**src/rtl/sram_sleep_ctrl.sv**
```systemverilog
module sram_sleep_ctrl #(
  parameter int SYNC_STAGES    = 2,
  parameter int ENTRY_CYCLES   = 2,
  parameter int EXIT_CYCLES    = 2,
  parameter int RECOVER_CYCLES = 2
) (
  input  logic clk,
  input  logic rst_n,
  input  logic sleep_req,
  input  logic acc_valid,
  input  logic acc_write,
  output logic arr_en,
  output logic arr_we,
  output logic acc_done,
  output logic acc_invalid,
  output logic sleep_active,
  output logic dq_hiz,
  output logic gate_open
);

  localparam int WAKE_CYCLES = (EXIT_CYCLES > RECOVER_CYCLES) ? EXIT_CYCLES : RECOVER_CYCLES;
  localparam int MAX_CYCLES  = (ENTRY_CYCLES > WAKE_CYCLES) ? ENTRY_CYCLES : WAKE_CYCLES;
  localparam int CW          = $clog2(MAX_CYCLES + 1);

  typedef enum logic [1:0] {ST_AWAKE, ST_ENTER, ST_SLEEP, ST_EXIT} phase_t;

  logic [SYNC_STAGES-1:0] sync_q;
  logic                   req_s;
  phase_t                 phase;
  logic [CW-1:0]          left_q;
  logic                   pend_q;

  always_ff @(posedge clk or negedge rst_n)
    if (!rst_n) sync_q <= '0;
    else        sync_q <= {sync_q[SYNC_STAGES-2:0], sleep_req};

  assign req_s = sync_q[SYNC_STAGES-1];

  always_ff @(posedge clk or negedge rst_n) begin
    if (!rst_n) begin
      phase  <= ST_AWAKE;
      left_q <= '0;
    end else begin
      unique case (phase)
        ST_AWAKE: if (req_s) begin
          phase  <= ST_ENTER;
          left_q <= CW'(ENTRY_CYCLES - 1);
        end
        ST_ENTER: if (left_q == '0) phase <= ST_SLEEP;
                  else left_q <= left_q - 1'b1;
        ST_SLEEP: if (!req_s) begin
          phase  <= ST_EXIT;
          left_q <= CW'(WAKE_CYCLES - 1);
        end
        ST_EXIT:  if (left_q == '0) phase <= ST_AWAKE;
                  else left_q <= left_q - 1'b1;
        default:  phase <= ST_AWAKE;
      endcase
    end
  end

  always_ff @(posedge clk or negedge rst_n)
    if (!rst_n) pend_q <= 1'b0;
    else        pend_q <= arr_en;

  assign gate_open    = (phase == ST_AWAKE);
  assign dq_hiz       = (phase != ST_AWAKE);
  assign sleep_active = (phase == ST_SLEEP);
  assign arr_en       = acc_valid & gate_open;
  assign arr_we       = arr_en & acc_write;
  assign acc_done     = pend_q & gate_open;
  assign acc_invalid  = pend_q & ~gate_open;


  no_access_hiz_chk: assert property (@(posedge clk) disable iff (!rst_n)
    arr_en |-> !dq_hiz);


  invalid_origin_chk: assert property (@(posedge clk) disable iff (!rst_n)
    acc_invalid |-> $past(arr_en));


  done_excl_chk: assert property (@(posedge clk) disable iff (!rst_n)
    !(acc_done && acc_invalid));


  recover_closed_chk: assert property (@(posedge clk) disable iff (!rst_n)
    $fell(sleep_active) |-> !gate_open);


  sleep_after_hiz_chk: assert property (@(posedge clk) disable iff (!rst_n)
    $rose(sleep_active) |-> $past(dq_hiz));

endmodule

```
**config.mk**
```make
export PLATFORM = sky130hd
export DESIGN_NAME = sram_sleep_ctrl
export DESIGN_NICKNAME = d
export VERILOG_FILES = /design/src/rtl/sram_sleep_ctrl.sv
export SDC_FILE = /design/constraint.sdc
export NUM_CORES = 1
export LEC_CHECK = 0
export CAP_MARGIN = 10
export CORE_AREA = 2 2 39 41
export CTS_BUF_LIST = sky130_fd_sc_hd__clkbuf_8
export CTS_CLUSTER_DIAMETER = 120
export DETAILED_ROUTE_END_ITERATION = 10
export DIE_AREA = 0 0 41 43
export PLACE_DENSITY_LB_ADDON = 0.12
export SYNTH_ARGS = -nofsm -noshare
export SYNTH_HDL_FRONTEND = slang
export SYNTH_SLANG_ARGS = --single-unit
```
**constraint.sdc**
```tcl
create_clock -name clk -period 3.2 [get_ports clk]
set_input_delay 0.96 -clock clk [delete_from_list [all_inputs] [get_ports clk]]
set_output_delay 0.96 -clock clk [all_outputs]
set_load 0.02 [all_outputs]
```
# Word-level counts from Yosys, hierarchy flattened
# Cells that the tools add are included.
[totals]
regBits = 7
elab_cells = 32
mem_count = 0
mem_bits_rw = 0
output_inout_bits = 7
rom_bits = 0
latch_bits = 0
[op_classes]
div_mod_pow = 0
magnitude_cmp = 0
n_mux = 8
reduce_logical = 6
mul = 0
shift = 0
bitwise = 5
n_eq_ne = 8
n_addsub = 1
[ops]
columns = ["operator", "count"]
rows = [
  ["2-bit two-way mux", 6],
  ["2-bit inequality test (second input constant)", 4],
  ["2-bit case mux with 4 select lines", 1],
  ["2-bit case mux with 3 select lines", 1],
  ["1-bit AND", 4],
  ["2-bit equality test (second input constant)", 2],
  ["2-bit zero test", 2],
  ["4-bit AND reduction", 1],
  ["3-bit AND reduction", 1],
  ["2-bit by 1-bit equality test with 1-bit output (second input constant)", 1],
  ["2-bit by 1-bit inequality test with 1-bit output (second input constant)", 1],
  ["2-bit nonzero test", 1],
  ["2-bit OR reduction", 1],
  ["2-bit by 1-bit subtractor with 2-bit output (second input constant)", 1],
  ["1-bit NOT", 1],
]

# Depth between registers and ports, before layout
# Gate-level depths: netlist of the first run.
[logic_depth]
word_depth = 4
depth_mapped = 5
depth_no_buf = 5

# Worst setup path after synthesis of the first run
# Ideal clock, no wire load.
[synth_path]
kind = "input -> output"
start = "in acc_write"
end = "out arr_we"
t_required_ps = 2240
stages = 1
n_path_buf = 0
path_slack_ps = 1045
arrival_ps = 1195
cell_sequence = "and3_2"
[synth_via]
elab_chain_cells = 1
[synth_rtl]
columns = ["element", "line_no", "text"]
rows = [
  ["start: declaration", "11", "input logic acc_write,"],
  ["1-bit AND", "70", "assign arr_we = arr_en & acc_write;"],
  ["end: declaration", "13", "output logic arr_we,"],
]
# No other way between the ends.

# Worst setup path after layout of the first run
[layout_path]
start = "in acc_valid"
end = "out arr_we"
[layout_via]
elab_chain_cells = 2
[layout_rtl]
columns = ["element", "line_no", "text"]
rows = [
  ["start: declaration", "10", "input logic acc_valid,"],
  ["1-bit AND", "69", "assign arr_en = acc_valid & gate_open;"],
  ["1-bit AND", "70", ""],
]
# No other way between the ends.

==> impl_metrics.json, run 1 <==
{
  "pre_cts_slack_ns": 0.0275,
  "post-route-min-period_ns": 3.17,
  "outcome": "finished, final reports clean",
  "design_power_total_uw": 576,
  "port-buffer-count": 11,
  "maxSlewHeadroom_pct": 73.4,
  "rsz0062_at_grt": "no",
  "path_clk_slew_ns": 0.04,
  "ys_seq_area_share_pct": 42.9,
  "drv_slew": 0,
  "dieArea_sq_um": 1760,
  "setup_violations": 0,
  "die_w_um": 41,
  "final_cells": 66,
  "grtUsageTotal_pct": 11.4,
  "vdd_drop_max_mv": 0.365,
  "drtPass1Iterations": 2,
  "syn_to_final_growth_pct": 42.9,
  "drive_gt1_share_pct": 22.0,
  "grt_pass1_vias": 287,
  "ios": 12,
  "final_core_util_pct": 42.1,
  "r2r-start": "phase[0]",
  "fmax_mhz": 315,
  "place_inst": 62,
  "vias": 292,
  "final.setup.tns_ns": 0,
  "power_density_nw_per_um2": 988,
  "power_leakage_nw": 0.280,
  "cts_tree": "built",
  "core_sq_um": 1380,
  "cts_resized": 0,
  "cp_cell_sequence": "clkdlybuf4s50_1, and3_2, clkdlybuf4s50_1",
  "crit_slowest_cell": "clkdlybuf4s50_1",
  "grt_pass1_wl_um": 1250,
  "nets": 62,
  "holdWs_ns": 0.350,
  "initial_core_util_pct": 29.5,
  "worstMarginPinSlew_ns": 0.397,
  "cp-start-kind": "primary input",
  "crit_required_ns": 2.24,
  "postSynthAreaPerCell_sq_um": 11.7,
  "cts_setup_buffers": 0,
  "cts_buffer_depth": 2,
  "cts-buffers-inserted": 3,
  "drcViolationCount": 0,
  "antenna_cells": 0,
  "max_cap_viol_count": 0,
  "rows": 14,
  "syn_nets": 46,
  "hpwl_um": 643,
  "critPathKind": "in -> out",
  "critPathMaxFanout": 2,
  "period_share_pct": 99.1,
  "cts-root-buf": "clkbuf_8",
  "ant_nets": 0,
  "vias_per_cell": 4.42,
  "gp_congestion": 0.635,
  "cp.arrival_ns": 2.21,
  "drt_iter0_markers": 2,
  "ys_ff_latch": 7,
  "ctsHoldBuffers": 0,
  "antenna_found_initial": 0,
  "synth_area_sq_um": 408,
  "clock-skew-final_ns": 0.00109,
  "grt-ovfl-total": 0,
  "worstHoldStart": "sync_q[0]",
  "worstSkewPairLatency_ns": 0.23,
  "wl_per_cell_um": 11.7,
  "place_area_sq_um": 538,
  "hold_class": "reg -> reg",
  "synthCells": 35,
  "crit_start": "acc_valid",
  "endpoint_kind": "output port",
  "synth_cell_types": 17,
  "die_h_um": 43,
  "yosysWarnings": 0,
  "slowest_delay_ns": 0.60,
  "cpMostUsedCell": "clkdlybuf4s50_1",
  "routed_wirelength_um": 771,
  "final_area_sq_um": 583,
  "setup_ws_ns": 0.0293,
  "h-tree-depth": 1,
  "grt_max_degree": 8,
  "clock-sinks": 7,
  "hold_viol": 0
}
[synth_stat cells]
master    count  share of area (%)
nor4_1        1                1.5
nor2_1        2                1.8
o21bai_2      1                2.8
nand2_1       2                1.8
and2b_2       1                2.1
mux2i_1       1                2.5
nor3b_1       1                1.8
dfrtp_1       7                 43
and2_2        2                3.7
a211oi_1      1                1.8
mux2_1        1                2.8
o211ai_2      1                3.1
inv_1         5                4.6
and3_2        1                1.8
mux2_4        1                3.7
ha_1          6                 18
or4_4         1                2.8
[final cells by class]
type	instances	area, sq um
repair buffers	11	110
multi-input cells	23	214
clock inverters	1	3.75
clock buffers	3	41.3
well taps	16	20.0
flip-flops and latches	7	175
inverters	5	18.8
fillers	138	801
[sequential cells by signal (all words and copies together) (netlist names)]
name / cells
pend_q: 1
sync_q: 2
phase: 2
left_q: 2
[logic make-up after synthesis]
| logic type | Yosys count | share of synthesized area (%) |
|---|---|---|
| AND/OR/NAND/NOR | 11 | 17.5 |
| multiplexers | 3 | 8.89 |
| AO/OA/AOI/OAI | 3 | 7.67 |
| buffers and inverters | 5 | 4.60 |
| adder cells (fa/ha/maj) | 6 | 18.4 |
| flip-flops | 7 | 42.9 |
[power by group]
group / internal (mW) / switching [mW]
Sequential: 0.117 / 0.0179
Combinational: 0.152 / 0.167
Clock: 0.0830 / 0.0390
[path summary, 6_finish.rpt]
| path | end | slack (ns) | cells past startpoint |
|---|---|---|---|
| worst max register to register | phase[1] | 1.48 | 5 |
| worst max-delay path | arr_we | 0.03 | 3 |
| worst min-delay path | sync_q[1] | 0.35 | 0 |
| max in group asynchronous | left_q[1] | 1.95 | 1 |
| worst min register to register | sync_q[1] | 0.35 | 0 |
| min in group asynchronous | sync_q[1] | 1.00 | 1 |
[critical path: cells and delay by family]
| kind | cells | cell delay, ns |
|---|---|---|
| buffers and inverters | 2 | 1.08 |
| AND/OR/NAND/NOR | 1 | 0.17 |
[cells in the final DEF, fill, tap and decap left out, types with 2 or more instances in the layout]
cell type | Yosys | final
clkdlybuf4s50_1 | 0 | 11
dfrtp_1 | 7 | 7
inv_1 | 5 | 6
ha_1 | 6 | 6
clkbuf_8 | 0 | 3
and2_2 | 2 | 2
nor2_1 | 2 | 2
nand2_1 | 2 | 2
[metal layers]
metal	GRT usage, %	wire (um)	up-vias
li1	-	-	145
met1	10.2	277	138
met2	19.1	447	7
met3	3.14	31	2
met4	10.0	14	0
met5	0	0	-
Power figures use the tool's default switching activity.
==> run 2: changes to the inputs <==
Settings changed: CAP_MARGIN 10 to 40.
==> results of run 2 <==
Same layout as run 1: the final DEF is identical, and so are final timing and power.
==> run 3: changes to the inputs <==
Settings changed: REMOVE_ABC_BUFFERS set to 1.
==> results of run 3 <==
Same layout as run 1: the final DEF is identical, and so are final timing and power.
